==> config.mk <==
export PLATFORM = sky130hd
export DESIGN_NAME = sinc4_decim
export DESIGN_NICKNAME = d
export VERILOG_FILES = /design/src/rtl/sinc4_pkg.sv /design/src/rtl/sinc4_ctrl.sv /design/src/rtl/sinc4_integ.sv /design/src/rtl/sinc4_comb.sv /design/src/rtl/sinc4_scale.sv /design/src/rtl/sinc4_decim.sv
export SDC_FILE = /design/constraint.sdc
export NUM_CORES = 1
export LEC_CHECK = 0
export BUFFER_PORTS_ARGS = -buffer_cell sky130_fd_sc_hd__clkbuf_2
export CORE_AREA = 2 2 153 155
export DETAILED_ROUTE_END_ITERATION = 10
export DIE_AREA = 0 0 155 157
export GPL_TIMING_DRIVEN = 0
export PLACE_DENSITY = 0.73
export SKIP_LAST_GASP = 1
export SYNTH_ARGS = -nofsm -noshare
export SYNTH_HDL_FRONTEND = slang
export SYNTH_SLANG_ARGS = --single-unit
==> constraint.sdc <==
create_clock -name clk_i -period 6.8 [get_ports clk_i]
set_input_delay 1.36 -clock clk_i [delete_from_list [all_inputs] [get_ports clk_i]]
set_output_delay 1.36 -clock clk_i [all_outputs]
set_load 0.02 [all_outputs]
==> src/rtl/sinc4_pkg.sv <==
package sinc4_pkg;

    typedef enum logic {
        MODE_SINGLE = 1'b0,
        MODE_CONT   = 1'b1
    } conv_mode_e;

    localparam int unsigned STAGES = 4;

endpackage

==> src/rtl/sinc4_ctrl.sv <==
module sinc4_ctrl
    import sinc4_pkg::*;
#(
    parameter int unsigned DECIM = 16
) (
    input  logic clk_i,
    input  logic rst_ni,
    input  logic start_i,
    input  logic mode_i,
    input  logic bit_vld_i,
    output logic clr_o,
    output logic en_o,
    output logic tick_o,
    output logic emit_o
);

    localparam int unsigned LOG2R = $clog2(DECIM);
    localparam int unsigned CNT_W = (LOG2R < 1) ? 1 : LOG2R;
    localparam logic [CNT_W-1:0] LAST_SMP = CNT_W'(DECIM - 1);
    localparam logic [1:0] SETTLE_LAST = 2'(STAGES - 1);

    typedef struct packed {
        logic             run;
        conv_mode_e       mode;
        logic [CNT_W-1:0] smp;
        logic [1:0]       dec;
    } ctrl_t;

    ctrl_t ctrl_d, ctrl_q;
    logic  en, tick, emit;

    always_comb begin
        ctrl_d = ctrl_q;
        en     = ctrl_q.run & bit_vld_i & ~start_i;
        tick   = en & (ctrl_q.smp == LAST_SMP);
        emit   = tick & (ctrl_q.dec == SETTLE_LAST);

        if (start_i) begin
            ctrl_d.run  = 1'b1;
            ctrl_d.mode = conv_mode_e'(mode_i);
            ctrl_d.smp  = '0;
            ctrl_d.dec  = '0;
        end else if (en) begin
            ctrl_d.smp = tick ? '0 : ctrl_q.smp + 1'b1;
            if (tick && ctrl_q.dec != SETTLE_LAST) begin
                ctrl_d.dec = ctrl_q.dec + 1'b1;
            end
            if (emit && ctrl_q.mode == MODE_SINGLE) begin
                ctrl_d.run = 1'b0;
            end
        end
    end

    always_ff @(posedge clk_i or negedge rst_ni) begin
        if (!rst_ni) begin
            ctrl_q <= '{run: 1'b0, mode: MODE_SINGLE, smp: '0, dec: '0};
        end else begin
            ctrl_q <= ctrl_d;
        end
    end

    assign en_o   = en;
    assign tick_o = tick;
    assign emit_o = emit;
    assign clr_o  = start_i | (emit & (ctrl_q.mode == MODE_SINGLE));

endmodule

==> src/rtl/sinc4_integ.sv <==
module sinc4_integ
    import sinc4_pkg::*;
#(
    parameter int unsigned ACC_W = 18
) (
    input  logic                    clk_i,
    input  logic                    rst_ni,
    input  logic                    clr_i,
    input  logic                    en_i,
    input  logic                    bit_i,
    output logic signed [ACC_W-1:0] sum_o
);

    typedef struct packed {
        logic [STAGES-1:0][ACC_W-1:0] acc;
    } integ_t;

    integ_t integ_d, integ_q;
    logic [ACC_W-1:0] step;

    always_comb begin
        step    = bit_i ? ACC_W'(1) : {ACC_W{1'b1}};
        integ_d = integ_q;
        if (clr_i) begin
            integ_d.acc = '0;
        end else if (en_i) begin
            integ_d.acc[0] = integ_q.acc[0] + step;
            for (int k = 1; k < STAGES; k++) begin
                integ_d.acc[k] = integ_q.acc[k] + integ_q.acc[k-1];
            end
        end
    end

    always_ff @(posedge clk_i or negedge rst_ni) begin
        if (!rst_ni) begin
            integ_q <= '0;
        end else begin
            integ_q <= integ_d;
        end
    end

    // value the last accumulator takes on this accepted bit
    assign sum_o = $signed(integ_q.acc[STAGES-1] + integ_q.acc[STAGES-2]);

endmodule

==> src/rtl/sinc4_comb.sv <==
module sinc4_comb
    import sinc4_pkg::*;
#(
    parameter int unsigned ACC_W = 18
) (
    input  logic                    clk_i,
    input  logic                    rst_ni,
    input  logic                    clr_i,
    input  logic                    tick_i,
    input  logic signed [ACC_W-1:0] din_i,
    output logic signed [ACC_W-1:0] dout_o
);

    typedef struct packed {
        logic [STAGES-1:0][ACC_W-1:0] dly;
    } comb_t;

    comb_t comb_d, comb_q;
    logic [STAGES-1:0][ACC_W-1:0] diff;

    always_comb begin
        diff[0] = din_i - comb_q.dly[0];
        for (int k = 1; k < STAGES; k++) begin
            diff[k] = diff[k-1] - comb_q.dly[k];
        end

        comb_d = comb_q;
        if (clr_i) begin
            comb_d.dly = '0;
        end else if (tick_i) begin
            comb_d.dly[0] = din_i;
            for (int k = 1; k < STAGES; k++) begin
                comb_d.dly[k] = diff[k-1];
            end
        end
    end

    always_ff @(posedge clk_i or negedge rst_ni) begin
        if (!rst_ni) begin
            comb_q <= '0;
        end else begin
            comb_q <= comb_d;
        end
    end

    assign dout_o = $signed(diff[STAGES-1]);

endmodule

==> src/rtl/sinc4_scale.sv <==
module sinc4_scale #(
    parameter int unsigned ACC_W = 18,
    parameter int unsigned FRAC  = 16,
    parameter int unsigned OUT_W = 18
) (
    input  logic signed [ACC_W-1:0] din_i,
    output logic        [OUT_W-1:0] dout_o
);

    localparam logic signed [OUT_W:0] MAX_POS = {2'b00, {(OUT_W-1){1'b1}}};

    logic signed [OUT_W:0] ext;

    generate
        if (FRAC <= OUT_W - 1) begin : g_up
            localparam int unsigned SH = OUT_W - 1 - FRAC;
            logic signed [OUT_W:0] wide;
            assign wide = (OUT_W+1)'(din_i);
            assign ext  = wide <<< SH;
        end else begin : g_dn
            localparam int unsigned SH = FRAC - OUT_W + 1;
            logic signed [ACC_W-1:0] shr;
            assign shr = din_i >>> SH;
            assign ext = shr[OUT_W:0];
        end
    endgenerate

    always_comb begin
        if (ext > MAX_POS) begin
            dout_o = MAX_POS[OUT_W-1:0];
        end else begin
            dout_o = ext[OUT_W-1:0];
        end
    end

endmodule

==> src/rtl/sinc4_decim.sv <==
module sinc4_decim #(
    parameter int unsigned DECIM = 16,
    parameter int unsigned OUT_W = 18
) (
    input  logic             clk_i,
    input  logic             rst_ni,
    input  logic             start_i,
    input  logic             mode_i,
    input  logic             bit_i,
    input  logic             bit_vld_i,
    output logic [OUT_W-1:0] result_o,
    output logic             result_vld_o
);

    localparam int unsigned LOG2R = $clog2(DECIM);
    localparam int unsigned FRAC  = 4 * LOG2R;
    localparam int unsigned ACC_W = FRAC + 2;

    logic clr, en, tick, emit;
    logic signed [ACC_W-1:0] integ_sum, comb_out;
    logic [OUT_W-1:0] scaled;

    sinc4_ctrl #(.DECIM(DECIM)) u_ctrl (
        .clk_i     (clk_i),
        .rst_ni    (rst_ni),
        .start_i   (start_i),
        .mode_i    (mode_i),
        .bit_vld_i (bit_vld_i),
        .clr_o     (clr),
        .en_o      (en),
        .tick_o    (tick),
        .emit_o    (emit)
    );

    sinc4_integ #(.ACC_W(ACC_W)) u_integ (
        .clk_i  (clk_i),
        .rst_ni (rst_ni),
        .clr_i  (clr),
        .en_i   (en),
        .bit_i  (bit_i),
        .sum_o  (integ_sum)
    );

    sinc4_comb #(.ACC_W(ACC_W)) u_comb (
        .clk_i  (clk_i),
        .rst_ni (rst_ni),
        .clr_i  (clr),
        .tick_i (tick),
        .din_i  (integ_sum),
        .dout_o (comb_out)
    );

    sinc4_scale #(.ACC_W(ACC_W), .FRAC(FRAC), .OUT_W(OUT_W)) u_scale (
        .din_i  (comb_out),
        .dout_o (scaled)
    );

    typedef struct packed {
        logic [OUT_W-1:0] res;
        logic             vld;
    } out_t;

    out_t out_d, out_q;

    always_comb begin
        out_d     = out_q;
        out_d.vld = emit;
        if (emit) begin
            out_d.res = scaled;
        end
    end

    always_ff @(posedge clk_i or negedge rst_ni) begin
        if (!rst_ni) begin
            out_q <= '0;
        end else begin
            out_q <= out_d;
        end
    end

    assign result_o     = out_q.res;
    assign result_vld_o = out_q.vld;

endmodule

Word level (Yosys, flattened, before mapping):

Index checks and enable logic that the tools add are counted.

* add/sub/neg operators: 10
* magnitude comparators: 1
* equality and inequality tests: 3
* mux-type cells: 13
* bitwise gates (word level): 8
* reduce and logical (&&, ||, !) cells: 9

Operator list (count)
* $mux 72: 4
* $add 18x18->18: 4
* $sub 18x18->18: 4
* $mux 18: 2
* $gt 19x18->1 const B: 1
* $mux 6: 2
* $reduce_bool 2->1: 5
* $and 1x1->1: 5
* $add 4x1->4 const B: 1
* $eq 4x4->1 const B: 1
* $mux 4: 1
* $reduce_and 2->1: 2
* $mux 1: 3
* $add 2x1->2 const B: 1
* $eq 2x2->1 const B: 1
* $logic_and 1x1->1: 2
* $mux 2: 1
* $ne 2x2->1 const B: 1
* $not 1->1: 2
* $or 1x1->1: 1

* register bits after elaboration: 171
* output and inout port bits: 19
* logic and storage cells: 58

Logic depth before layout (Yosys ltp):

* depth after elaboration: 8
* depth in mapped cells: 41
* gate-level depth less buffers: 40

By module:

From an unflattened synthesis, not the netlist that was laid out.

* cell total of the unflattened synthesis: 1504
* area total of the unflattened synthesis: 13546.7 um^2

By module, submodules not included
* sinc4_comb: instances 1, cells an instance 726, area each 6227.2 um^2
* sinc4_integ: instances 1, cells an instance 675, area each 6017.0 um^2
* sinc4_decim: instances 1, cells an instance 39, area each 747.0 um^2
* sinc4_ctrl: instances 1, cells an instance 44, area each 420.4 um^2
* sinc4_scale: instances 1, cells an instance 20, area each 135.1 um^2

Worst setup path before layout:

No wires, ideal clock.

* kind: flip-flop to flip-flop
* from: reg u_integ.integ_q[36] (netlist name)
* to: reg out_q (netlist bit result_o[12])
* library setup time: 138 ps
* data arrival time: 6791 ps
* data required time: 6662 ps
* path slack: -129 ps
* stages on the path, launching flop included: 42
* buffers on the path: 1
* period minus slack after synthesis: 6929 ps
* path through: dfrtp_1 ha_1 inv_1 fa_1 nor2b_1 o21ai_0 a21boi_0 o21ai_0 nand2_1 a21o_1 a21oi_1 xnor2_1 ha_1 a21oi_1 nor2b_1 a31oi_1 nand2_1 nor2_1 [6 not listed] a21o_1 a31oi_1 o21bai_1 a21oi_1 xnor2_1 ha_1 o21ai_0 nand2b_1 and2_1 nand2_1 nor2_1 a21oi_1 o21ai_0 a311o_1 xnor2_2 nand3_4 buf_8 o211ai_2

* cells in the longest elaborated chain, start to end: 7

RTL lines
* start, declared: line sinc4_integ.sv:18 `integ_t integ_d, integ_q;`
* start signal, assigned: line sinc4_integ.sv:38 `integ_q <= integ_d;`
* $add 18x18->18 (*): line sinc4_integ.sv:43 `assign sum_o = $signed(integ_q.acc[STAGES-1] + integ_q.acc[STAGES-2]);`
* $sub 18x18->18 (*): line sinc4_comb.sv:22 `diff[0] = din_i - comb_q.dly[0];`
* $sub 18x18->18 (*) (3 in a row): line sinc4_comb.sv:24 `diff[k] = diff[k-1] - comb_q.dly[k];`
* $gt 19x18->1: line sinc4_scale.sv:29 `if (ext > MAX_POS) begin`
* $mux 18 (*): line sinc4_scale.sv:29
* end signal, assigned: line sinc4_decim.sv:77 `out_q <= out_d;`
* end, declared: line sinc4_decim.sv:63 `out_t out_d, out_q;`

Every way passes the cells marked *; elsewhere a longest branch is shown, timed or not.
A chain may end at the register's enable or synchronous reset.

Final worst setup path:

* from: reg u_integ.integ_q[37] (netlist name)
* to: reg out_q (netlist bit result_o[13])

Same word-level chain as after synthesis.

==> results.md <==
- Row count: 55
- Reported max-cap violation count: 0
- R2R setup slack: -0.57 ns
- Synthesis Warnings: 0
- GR Util met1: 27.3%
- Most frequent CP cell: nor2_4
- Synth-to-Final Area Change: 16.8%
- IO Port Bufs: 23
- Req. time, crit path: 7.16 ns
- Final Setup Violations: 18
- Synth Register Bits: 171
- Inserted Clock Buffers: 17
- Share of cells above drive strength 1: 15.1%
- Synth Net Count: 1470
- Post-CTS Hold Buffers: 0
- Antenna violations before repair: 0
- Die ar.: 0.0243 mm^2
- Most common cell after layout, fill and taps aside: dfrtp_1
- Commonest non-fill, non-tap cells in the layout: 171 x dfrtp_1, 122 x ha_1, 118 x nand2_1, 109 x inv_1, 89 x a22o_1
- Violated checks: setup timing
- First-pass GRT wire length: 46.7 mm
- Worst Slack Setup Final: -0.572 ns
- Num Clock Sinks: 171
- Core area: 0.0225 mm^2
- CTS tree: yes
- Total Routed Length: 28.6 mm
- Overall routing resource usage: 23.6%
- Synth top area cells: dfrtp_1 35%, ha_1 14%, a22o_1 6.4%
- Clk slew on worst S/H paths: 0.08 ns
- Initial Util: 54.4%
- Drt drc: 0
- Setup TNS Final: -9.14 ns
- Initial DRT Pass Iterations: 5
- Worst setup EP type: flop
- Mean post-synth cell area: 9.27 um^2
- Synthesized instance count: 1319
- Htree depth: 4
- Final period utilization: 108%
- Post-DR vias/cell: 5.80
- Clock latency on the worst-skew pair: 0.45 ns
- GRT busiest layer: met2
- Post-DRT Antenna Nets: 0
- Clock period minus worst slack: 7.37 ns
- Placed wire-length estimate: 20.2 mm
- Count of cell types in the netlist: 71
- Setup Skew: 0.0166 ns
- Number of synthesized flops with an enable pin: 0
- Slew headroom: 30.0%
- Share of flip-flops with an asynchronous set or reset: 100%
- Via Count: 9959
- Crit path arrival time: 7.74 ns
- CP Launch Type: flop
- GRT met2 Usage: 44.8%
- Root Driver: clkbuf_16
- Sequential area share after synthesis: 35.0%
- Top-area cell type share of the netlist area: 35.0%
- I/O pin total: 25
- Vias in the first global route: 9988
- Crit Path Max Fanout: 6
- Placer Congestion: 0.826
- Area leader, netlist: dfrtp_1
- Outcome: finished with violations
- Chip height: 157 um
- Nets@finish: 1570
- Critical-path top delay cell: dfrtp_1
- Total grt overflow: 0
- Largest net degree at the start of global routing: 111
- Syn Std Cell Area: 0.0122 mm^2
- Longest Clk Path Bufs: 2
- CP Class: reg2reg
- Pins over their slew limit: 0
- Worst min path class: reg2reg
- Largest stage delay on the critical path: 0.38 ns
- Starting DRT DRC Count: 431
- DR WL/cell: 16.7 um
- RSZ-0062 raised after global routing: true
- Met3 Use GR: 3.03%
- Main synth FF type: dfrtp_1
- Ant diodes: 0
- Die width: 155 um
- Final Hold Vio Count: 0
- Least-Margin Pin Slew: 1.05 ns
- Achievable Freq: 136 MHz
-- timing repair --
action / 4_1_cts / 5_1_grt
pin swaps: 36 / 52
resized for setup: 38 / 64
setup endpoints to repair: 19 / 19
cloned: 1 / 0
setup buffers: 32 / 24
-- cells in the mapped netlist (all sizes together) (11+ instances only) --
master	instances
a31oi	11
xnor2	72
o21ai	95
a22o	89
inv	110
nand2b	16
nor2	71
o21a	19
nor3	16
xor2	42
clkbuf	32
a21oi	97
o211ai	20
nand3	24
nand2	121
ha	137
nor2b	14
dfrtp	171
o21bai	21
a21o	41
-- logic make-up (layout without fill, tap and decap cells) --
logic type / after synthesis / after routing / share of synthesized area (%)
AO/OA/AOI/OAI: 445 / 445 / 25.3
AND/OR/NAND/NOR: 295 / 295 / 11.1
flip-flops: 171 / 171 / 35.0
buffers and inverters: 147 / 260 / 4.60
adder cells (fa/ha/maj): 145 / 145 / 15.3
XOR/XNOR: 115 / 115 / 8.60
multiplexers: 1 / 1 / 0.0818
-- critical path, delay by kind of cell (launching register included) --
kind | cells | cell delay, ns
and+or+nand+nor | 16 | 2.00
xor gates and xnor gates | 3 | 0.58
adders and majority gates | 5 | 1.45
DFF | 1 | 0.38
AOI/OAI and AO/OA | 11 | 2.26
buffers and inverters | 4 | 0.59
-- final timing paths --
| path | from | to | cells after the start |
|---|---|---|---|
| max | u_integ.integ_q[37] | result_o[13] | 39 |
| min | result_o[17] | result_o[17] | 2 |
| max reg2reg | u_integ.integ_q[37] | result_o[13] | 39 |
| min reg2reg | result_o[17] | result_o[17] | 2 |
| max in group asynchronous | rst_ni | u_integ.integ_q[64] | 2 |
| min in group asynchronous | rst_ni | result_vld_o | 1 |
-- state kept, by name, indices dropped and copies added, names as in the netlist --
| signal | flops |
|---|---|
| result_o | 18 |
| result_vld_o | 1 |
| u_comb.comb_q | 72 |
| u_ctrl.ctrl_q | 8 |
| u_integ.integ_q | 72 |
-- metrics by stage --
stage          utilization [%]  cells  hold WS, ns  instance area, um^2  worst slack (ns)
6_report                  63.5   1717        0.485                14300            -0.572
5_1_grt                   63.5   1717        0.511                14300            -0.909
4_1_cts                   61.3   1693        0.491                13800            -0.606
3_5_place_dp              56.7   1628        0.472                12800             -1.00
3_3_place_gp              56.5   1627        0.468                12700            -0.880
2_1_floorplan                -   1319        0.450                12200            0.0132
-- layer usage --
layer / up-vias / wire length, um
met1: 4839 / 12100
met5: - / 0
met2: 137 / 15200
met4: 0 / 645
li1: 4944 / -
met3: 39 / 645
-- layout make-up --
type | count | area (um^2)
inverters | 110 | 413
fillers | 1838 | 8210
well taps | 285 | 357
clock inverters | 15 | 171
flip-flops and latches | 171 | 4280
multi-input cells | 1001 | 7860
plain buffers | 37 | 150
clock buffers | 17 | 425
repair buffers | 81 | 636
Power is left out: the tool's default activity adds up to more than one toggle a clock period on the data nets, which glitch-free logic cannot reach.
